## config.mk

```make
export PLATFORM = sky130hd
export DESIGN_NAME = bp_corr_top
export DESIGN_NICKNAME = d
export VERILOG_FILES = /design/src/rtl/bp_pkg.sv /design/src/rtl/bp_index.sv /design/src/rtl/bp_hist_table.sv /design/src/rtl/bp_pht.sv /design/src/rtl/bp_corr_top.sv
export SDC_FILE = /design/constraint.sdc
export NUM_CORES = 1
export LEC_CHECK = 0
export ABC_AREA = 1
export BUFFER_PORTS_ARGS = -buffer_cell sky130_fd_sc_hd__buf_2
export CORE_UTILIZATION = 40
export CTS_CLUSTER_DIAMETER = 30
export DETAILED_ROUTE_END_ITERATION = 10
export GPL_TIMING_DRIVEN = 1
export PLACE_DENSITY = 0.63
export SLEW_MARGIN = 20
export SYNTH_ARGS = -nofsm -noshare
export SYNTH_HDL_FRONTEND = slang
export SYNTH_SLANG_ARGS = --single-unit
```

## constraint.sdc

```tcl
create_clock -name clk -period 1.75 [get_ports clk]
set_input_delay 0.0875 -clock clk [delete_from_list [all_inputs] [get_ports clk]]
set_output_delay 0.0875 -clock clk [all_outputs]
set_load 0.01 [all_outputs]
```

## src/rtl/bp_pkg.sv

```systemverilog
package bp_pkg;
  // PCs are word aligned; index bits start above the byte offset.
  localparam int unsigned WORD_OFS = 2;

  function automatic int unsigned max_u(input int unsigned x, input int unsigned y);
    return (x > y) ? x : y;
  endfunction
endpackage

```

## src/rtl/bp_index.sv

```systemverilog
module bp_index #(
  parameter int unsigned PC_W     = 32,
  parameter int unsigned HIST_LEN = 2,
  parameter int unsigned PC_BITS  = 2,
  parameter bit          HASH_IDX = 1'b0,
  localparam int unsigned IDX_W   = HASH_IDX ? bp_pkg::max_u(HIST_LEN, PC_BITS)
                                             : HIST_LEN + PC_BITS
) (
  input  logic [PC_W-1:0]     pc,
  input  logic [HIST_LEN-1:0] hist,
  output logic [IDX_W-1:0]    idx
);
  logic [PC_BITS-1:0] pc_sel;
  assign pc_sel = pc[bp_pkg::WORD_OFS +: PC_BITS];

  generate
    if (HASH_IDX) begin : g_hash
      logic [IDX_W-1:0] h_ext, p_ext;
      always_comb begin
        h_ext = '0;
        p_ext = '0;
        h_ext[HIST_LEN-1:0] = hist;
        p_ext[PC_BITS-1:0]  = pc_sel;
        idx = h_ext ^ p_ext;
      end
    end else begin : g_concat
      assign idx = {hist, pc_sel};
    end
  endgenerate
endmodule

```

## src/rtl/bp_hist_table.sv

```systemverilog
module bp_hist_table #(
  parameter int unsigned PC_W     = 32,
  parameter int unsigned SEL_BITS = 2,
  parameter int unsigned HIST_LEN = 2,
  localparam int unsigned NUM_REG = 1 << SEL_BITS,
  localparam int unsigned SEL_W   = (SEL_BITS > 0) ? SEL_BITS : 1
) (
  input  logic                clk,
  input  logic                rst_n,
  input  logic [PC_W-1:0]     rd_pc,
  output logic [HIST_LEN-1:0] rd_hist,
  input  logic                wr_en,
  input  logic [PC_W-1:0]     wr_pc,
  input  logic [HIST_LEN-1:0] wr_snap,
  input  logic                wr_taken
);
  logic [HIST_LEN-1:0] hist_q [NUM_REG];
  logic [HIST_LEN-1:0] hist_d [NUM_REG];
  logic [SEL_W-1:0]    rd_sel, wr_sel;
  logic [HIST_LEN:0]   shifted;

  generate
    if (SEL_BITS > 0) begin : g_per_addr
      assign rd_sel = rd_pc[bp_pkg::WORD_OFS +: SEL_W];
      assign wr_sel = wr_pc[bp_pkg::WORD_OFS +: SEL_W];
    end else begin : g_global
      assign rd_sel = '0;
      assign wr_sel = '0;
    end
  endgenerate

  assign shifted = {wr_snap, wr_taken};
  assign rd_hist = hist_q[rd_sel];

  always_comb begin
    for (int i = 0; i < NUM_REG; i++) hist_d[i] = hist_q[i];
    if (wr_en) hist_d[wr_sel] = shifted[HIST_LEN-1:0];
  end

  always_ff @(posedge clk or negedge rst_n) begin
    if (!rst_n) begin
      for (int i = 0; i < NUM_REG; i++) hist_q[i] <= '0;
    end else if (wr_en) begin
      for (int i = 0; i < NUM_REG; i++) hist_q[i] <= hist_d[i];
    end
  end

  // the written register holds the snapshot shifted with the outcome
  assert_hist_shift_R5: assert property (@(posedge clk) disable iff (!rst_n)
    wr_en |=> hist_q[$past(wr_sel)] == $past(shifted[HIST_LEN-1:0]));

  // no history change without the strobe
  assert_hist_hold_R11: assert property (@(posedge clk) disable iff (!rst_n)
    !wr_en |=> hist_q[0] == $past(hist_q[0]));
endmodule

```

## src/rtl/bp_pht.sv

```systemverilog
module bp_pht #(
  parameter int unsigned IDX_W    = 4,
  parameter int unsigned CTR_BITS = 2,
  localparam int unsigned DEPTH   = 1 << IDX_W,
  localparam logic [CTR_BITS-1:0] CTR_MAX = '1,
  localparam logic [CTR_BITS-1:0] WEAK_NT = CTR_MAX >> 1
) (
  input  logic             clk,
  input  logic             rst_n,
  input  logic [IDX_W-1:0] rd_idx,
  output logic             rd_taken,
  input  logic             wr_en,
  input  logic [IDX_W-1:0] wr_idx,
  input  logic             wr_taken
);
  logic [DEPTH*CTR_BITS-1:0] ctr_q, ctr_d;
  logic [CTR_BITS-1:0]       rd_ctr, wr_cur, wr_nxt;

  assign rd_ctr   = ctr_q[rd_idx*CTR_BITS +: CTR_BITS];
  assign rd_taken = rd_ctr[CTR_BITS-1];
  assign wr_cur   = ctr_q[wr_idx*CTR_BITS +: CTR_BITS];

  always_comb begin
    wr_nxt = wr_cur;
    if (wr_taken && wr_cur != CTR_MAX) wr_nxt = wr_cur + 1'b1;
    else if (!wr_taken && wr_cur != '0) wr_nxt = wr_cur - 1'b1;
    ctr_d = ctr_q;
    if (wr_en) ctr_d[wr_idx*CTR_BITS +: CTR_BITS] = wr_nxt;
  end

  always_ff @(posedge clk or negedge rst_n) begin
    if (!rst_n)     ctr_q <= {DEPTH{WEAK_NT}};
    else if (wr_en) ctr_q <= ctr_d;
  end

  // saturation at the top
  assert_sat_hi_R3: assert property (@(posedge clk) disable iff (!rst_n)
    (wr_en && wr_taken && wr_cur == CTR_MAX)
      |=> ctr_q[$past(wr_idx)*CTR_BITS +: CTR_BITS] == CTR_MAX);

  // saturation at the bottom
  assert_sat_lo_R3: assert property (@(posedge clk) disable iff (!rst_n)
    (wr_en && !wr_taken && wr_cur == '0)
      |=> ctr_q[$past(wr_idx)*CTR_BITS +: CTR_BITS] == '0);

  // table frozen while no update
  assert_pht_hold_R11: assert property (@(posedge clk) disable iff (!rst_n)
    !wr_en |=> $stable(ctr_q));
endmodule

```

## src/rtl/bp_corr_top.sv

```systemverilog
module bp_corr_top #(
  parameter int unsigned PC_W          = 32,
  parameter int unsigned HIST_SEL_BITS = 2,
  parameter int unsigned HIST_LEN      = 2,
  parameter int unsigned PC_IDX_BITS   = 2,
  parameter int unsigned CTR_BITS      = 2,
  parameter bit          HASH_IDX      = 1'b0,
  localparam int unsigned IDX_W = HASH_IDX ? bp_pkg::max_u(HIST_LEN, PC_IDX_BITS)
                                           : HIST_LEN + PC_IDX_BITS
) (
  input  logic                clk,
  input  logic                rst_n,
  input  logic [PC_W-1:0]     pred_pc,
  output logic                pred_taken,
  output logic [HIST_LEN-1:0] pred_hist,
  input  logic                upd_valid,
  input  logic [PC_W-1:0]     upd_pc,
  input  logic                upd_taken,
  input  logic [HIST_LEN-1:0] upd_hist
);
  logic [1:0]       rst_sync_q;
  logic             rst_int_n;
  logic [IDX_W-1:0] rd_idx, wr_idx;

  always_ff @(posedge clk or negedge rst_n) begin
    if (!rst_n) rst_sync_q <= 2'b00;
    else        rst_sync_q <= {rst_sync_q[0], 1'b1};
  end
  assign rst_int_n = rst_sync_q[1];

  bp_hist_table #(.PC_W(PC_W), .SEL_BITS(HIST_SEL_BITS), .HIST_LEN(HIST_LEN)) u_hist (
    .clk(clk), .rst_n(rst_int_n),
    .rd_pc(pred_pc), .rd_hist(pred_hist),
    .wr_en(upd_valid), .wr_pc(upd_pc), .wr_snap(upd_hist), .wr_taken(upd_taken)
  );

  bp_index #(.PC_W(PC_W), .HIST_LEN(HIST_LEN), .PC_BITS(PC_IDX_BITS),
             .HASH_IDX(HASH_IDX)) u_rd_idx (
    .pc(pred_pc), .hist(pred_hist), .idx(rd_idx)
  );

  bp_index #(.PC_W(PC_W), .HIST_LEN(HIST_LEN), .PC_BITS(PC_IDX_BITS),
             .HASH_IDX(HASH_IDX)) u_wr_idx (
    .pc(upd_pc), .hist(upd_hist), .idx(wr_idx)
  );

  bp_pht #(.IDX_W(IDX_W), .CTR_BITS(CTR_BITS)) u_pht (
    .clk(clk), .rst_n(rst_int_n),
    .rd_idx(rd_idx), .rd_taken(pred_taken),
    .wr_en(upd_valid), .wr_idx(wr_idx), .wr_taken(upd_taken)
  );

  // state is cleared while the internal reset is held
  assert_reset_clear_R1: assert property (@(posedge clk)
    !rst_int_n |-> (!pred_taken && pred_hist == '0));
endmodule

```

; After elaboration in Yosys (flattened, before gate mapping)
; Index checks and enable logic that the tools add are counted.
[totals]
reg_bits = 42
input_bits = 70
out_inout_bits = 3
elab_cells = 33
[op_classes]
addsub = 3
n_lt_le_gt_ge = 3
n_eq_ne = 1
shifts = 4
n_mux = 9
bitwise_logic = 2
reduce_logical = 5
[op_table]
columns = operator, count
row1 = variable part select 32 x 6 -> 2 bit, 2
row2 = negator 5 -> 34 bit, 1
row3 = "variable shift 2 x 34 -> 32 bit, first input constant", 1
row4 = variable part select 2 x 34 -> 32 bit, 1
row5 = bitwise mux 32 bit, 1
row6 = 2-to-1 mux 2 bit, 5
row7 = bitwise mux 8 bit, 1
row8 = ">= comparator 3 bit, second input constant", 2
row9 = inverter 2 -> 3 bit, 2
row10 = binary-select mux 2 bit (select 2 bit), 1
row11 = demux 2 bit (select 2 bit), 1
row12 = logical AND 1 bit, 3
row13 = "less-than comparator 3 x 1 -> 1 bit, second input constant", 1
row14 = "adder 2 x 1 -> 2 bit, second input constant", 1
row15 = "!= test 2 bit, second input constant", 1
row16 = nonzero test 2 bit, 1
row17 = "subtractor 2 x 1 -> 2 bit, second input constant", 1
row18 = logical NOT 1 bit, 1

; Logic depth before layout (Yosys ltp)
[depth]
ltp_word = 7
mapped_depth = 20
mapped_depth_nobuf = 18

; Hierarchy
; Synthesis repeated with hierarchy kept, for this count alone.
[unflattened]
hier_cells = 375
area_unflattened_um2 = 2725.1
[modules_own_cells]
columns = mod, instances, cells_each, area_each_um2, seq_area_each_um2
row1 = bp_pht, 1, 301, 2168.3, 820.8
row2 = bp_hist_table, 1, 63, 442.9, 200.2
row3 = bp_index, 2, 4, 30.0, 0.0
row4 = bp_corr_top, 1, 3, 53.8, 50.0

; Worst setup path before layout
; No wires, ideal clock.
[synth_timing]
kind = flip-flop to flip-flop
start = reg u_pht.ctr_q[10]
end = reg u_pht.ctr_q[29]
setup_time_ps = 65
t_arrival_ps = 1881
required_ps = 1685
slack_ps = -196
stages_incl_launch_ff = 18
n_path_buf = 0
period_less_slack_ps = 1946
cell_sequence = dfstp_2 > nor2_1 > nor2_1 > o21ai_0 > nand3_1 > nand3_1 > nand2_1 > inv_1 > ha_1 > nor2_1 > inv_1 > nand3_1 > nand2_1 > nand2_1 > nand2_1 > nor2_1 > nand2_1 > nand2_1
[synth_via]
elab_chain_len = 7
elab_cells_between_ends = 11
classes_between = add/sub: 2 / eq/ne: 1 / shift: 2 / mux: 3 / reduce/logical: 3
[synth_rtl]
columns = element, line_no
row1 = start: declaration, bp_pht.sv:16  ; logic [DEPTH*CTR_BITS-1:0] ctr_q, ctr_d;
row2 = start signal: assignment, bp_pht.sv:32  ; if (!rst_n) ctr_q <= {DEPTH{WEAK_NT}};
row3 = start signal: assignment, bp_pht.sv:33  ; else if (wr_en) ctr_q <= ctr_d;
row4 = variable part select 32 x 6 -> 2 bit *, bp_pht.sv:21  ; assign wr_cur = ctr_q[wr_idx*CTR_BITS +: CTR_BITS];
row5 = branches (longest 3 deep; another with subtractor 2 x 1 -> 2 bit), -
row6 = 2-to-1 mux 2 bit *, bp_pht.sv:25  ; if (wr_taken && wr_cur != CTR_MAX) wr_nxt = wr_cur + 1'b1;
row7 = variable part select 2 x 34 -> 32 bit *, bp_pht.sv:28  ; if (wr_en) ctr_d[wr_idx*CTR_BITS +: CTR_BITS] = wr_nxt;
row8 = bitwise mux 32 bit *, bp_pht.sv:28
; Every way passes the cells marked *.
; A chain may end at the register's enable or synchronous reset.

; Final worst setup path
[layout_timing]
start = reg u_pht.ctr_q[1]
end = reg u_pht.ctr_q[4]
; The elaborated chain is that of the path after synthesis.

==> run metrics <==
Layout Nets 517; Tightest Pin Transition 0.521 ns; Mapped Cells 365; First DRT Iteration DRCs 214; met3 WL 367 um; CP Capture Type register; number of synthesized register bits 42; mean number of vias per cell 5.14; number of remaining DRC errors 0; clk buf depth 2; commonest cells after routing, fill and taps aside nand2_1 (78), buf_4 (62), inv_1 (40); status finished with violations; Layout area overhead 34.8%; Final GP Congestion 0.905; CP Class reg -> reg; Hold Crit Class in -> async; global-route wire length before repair 12.8 mm; Syn Nets 442; Syn Area/Cell 7.25 sq um; violated checks setup timing; Initial Utilization 0.417; initial antenna violation count 0; fin crit period 2.17 ns; Netlist cell types 32; Final Hold Vio Count 0; critical path peak fanout 7; core region area 0.00635 sq mm; # diodes 0; Highest Signal Layer met4; Seq/Total Area, Yosys 0.405; DP Area 0.00324 sq mm; total negative slack -10.46 ns; Max Freq 462 MHz; vias in the first global route 2576; worst setup margin -0.416 ns; # Max-Cap Violations 0; layout cells sized above 1 0.388; Max H-tree Level 2; post-route ant nets 0; Die H 83.3 um; Pre-antenna DRT Iters 4; Total Wirelength 7.92 mm; Final HPWL DP 5.84 mm; Fin Clk Skew 0.0116 ns; die footprint 0.00694 sq mm; I/O pins 73; I/O Buffers 12; Peak VDD IR 0.409 mV; routed length per instance 15.3 um; Clock Sinks 42; Worst Path Arrival 2.40 ns; DRT met1 WL 3.72 mm; Startpoint Class register; global route overflow 0; clk root buf clkbuf_8; CTS tree built; DIE WIDTH 83.3 um; final setup vio count 32; pins over their slew limit 0; yosys warns 0; Post-Syn Area 0.00265 sq mm; Num CTS Buffers 5; design area 0.00357 sq mm; most common cell after layout, fill and taps aside nand2_1; pin count of the biggest net entering global routing 41; Rows 29; Pwr Total 3.12 mW; Met2 Routed Length 3.68 mm; Clk Latency, worst-skew pair 0.30 ns; Leakage 1.75 nW; All-Layer GR Usage 0.238; Worst-path clk slew 0.08 ns; DR vias 2660; PwrDens 875 mW/mm^2; data required time of the worst path 1.99 ns; worst rel slew slack 0.653; final period utilization 1.24; RSZ-0062 raised after global routing yes
Yosys cell counts (all sizes together):
cell    count  area (sq um)
nor3        6          67.6
or2         3          18.8
dfstp      16           420
buf         8          51.3
a31o        1          8.76
o21ai      36           180
inv        53           199
o211ai      4          30.0
a32oi       1          8.76
clkinv      1          3.75
nand3      34           175
o21bai      8          60.1
nor2       47           214
nand2      93           359
ha          7          87.6
nor4        1          6.26
a21oi      11          55.1
conb        1          3.75
nand4       5          31.3
dfrtp      26           651
clkbuf      2          7.51
o22ai       1          6.26
area by class of cell:
cell class / count / area [sq um]
well taps: 77 / 96.3
multi-input cells: 259 / 1520
fillers: 600 / 2780
flip-flops and latches: 42 / 1070
inverters: 54 / 204
clock buffers: 8 / 80.1
repair buffers: 78 / 593
metrics by stage:
step	cells	util	hold slack [ns]	setup WS, ns
global route	518	0.562	0.0882	-0.540
floorplan	365	-	-0.208	-0.116
global placement	502	0.510	-0.128	-0.445
finish	518	0.562	0.0953	-0.416
CTS	512	0.533	0.0839	-0.361
detailed placement	502	0.510	-0.127	-0.477
report_power, final:
group	switching (mW)	internal (mW)
clock	0.324	0.284
sequential	0.116	1.23
combinational	0.622	0.545
total	1.06	2.06
logic make-up after synthesis:
group                      share of synthesized area
adders and majority gates                     0.0331
and+or+nand+nor                                0.330
AOI/OAI and AO/OA                              0.132
other                                        0.00142
buffers and inverters                         0.0989
DFF                                            0.405
final timing paths:
kind                           startpoint  slack [ns]  depth (start not counted)          endpoint
hold reg to reg             rst_sync_q[1]        0.31                          1   u_pht.ctr_q[13]
hold / removal                      rst_n         0.1                          2     rst_sync_q[0]
setup reg to reg           u_pht.ctr_q[1]       -0.42                         15    u_pht.ctr_q[4]
setup / recovery           u_pht.ctr_q[1]       -0.42                         15    u_pht.ctr_q[4]
max in group asynchronous   rst_sync_q[1]        1.07                          1    u_pht.ctr_q[2]
min in group clk                upd_valid        0.17                          3  u_hist.hist_q[0]
what timing repair did:
| item | 4_1_cts | 5_1_grt |
|---|---|---|
| pin swaps | 12 | 25 |
| setup endpoints to repair | 33 | 33 |
| setup buffers | 1 | 7 |
| resized for setup | 15 | 36 |
| endpoints found under the hold margin | 2 | 0 |
| hold buffers | 1 | 0 |
worst max-delay path, stage by stage, from the launching register on:
cell	delay (ns)
dfrtp_1	0.39
or2_2	0.29
nand3_2	0.08
nand3_2	0.09
nand3_2	0.11
nand2_4	0.07
inv_2	0.07
ha_4	0.13
nor2_4	0.04
nor2_4	0.15
inv_2	0.06
nand2_4	0.08
nand3_4	0.08
nor2_4	0.27
nand3_2	0.11
nand2_2	0.08
metal layers:
metal  vias up  track usage
li1       1310            -
met1      1270        0.334
met2        67        0.375
met3        13       0.0298
met4         0       0.0893
met5         -            0
registers in the layout, summed over array words and instances (netlist names):
signal and cells:
rst_sync_q 2, u_pht.ctr_q 32, u_hist.hist_q 8
Note: power is estimated with default switching activity, not from simulation.
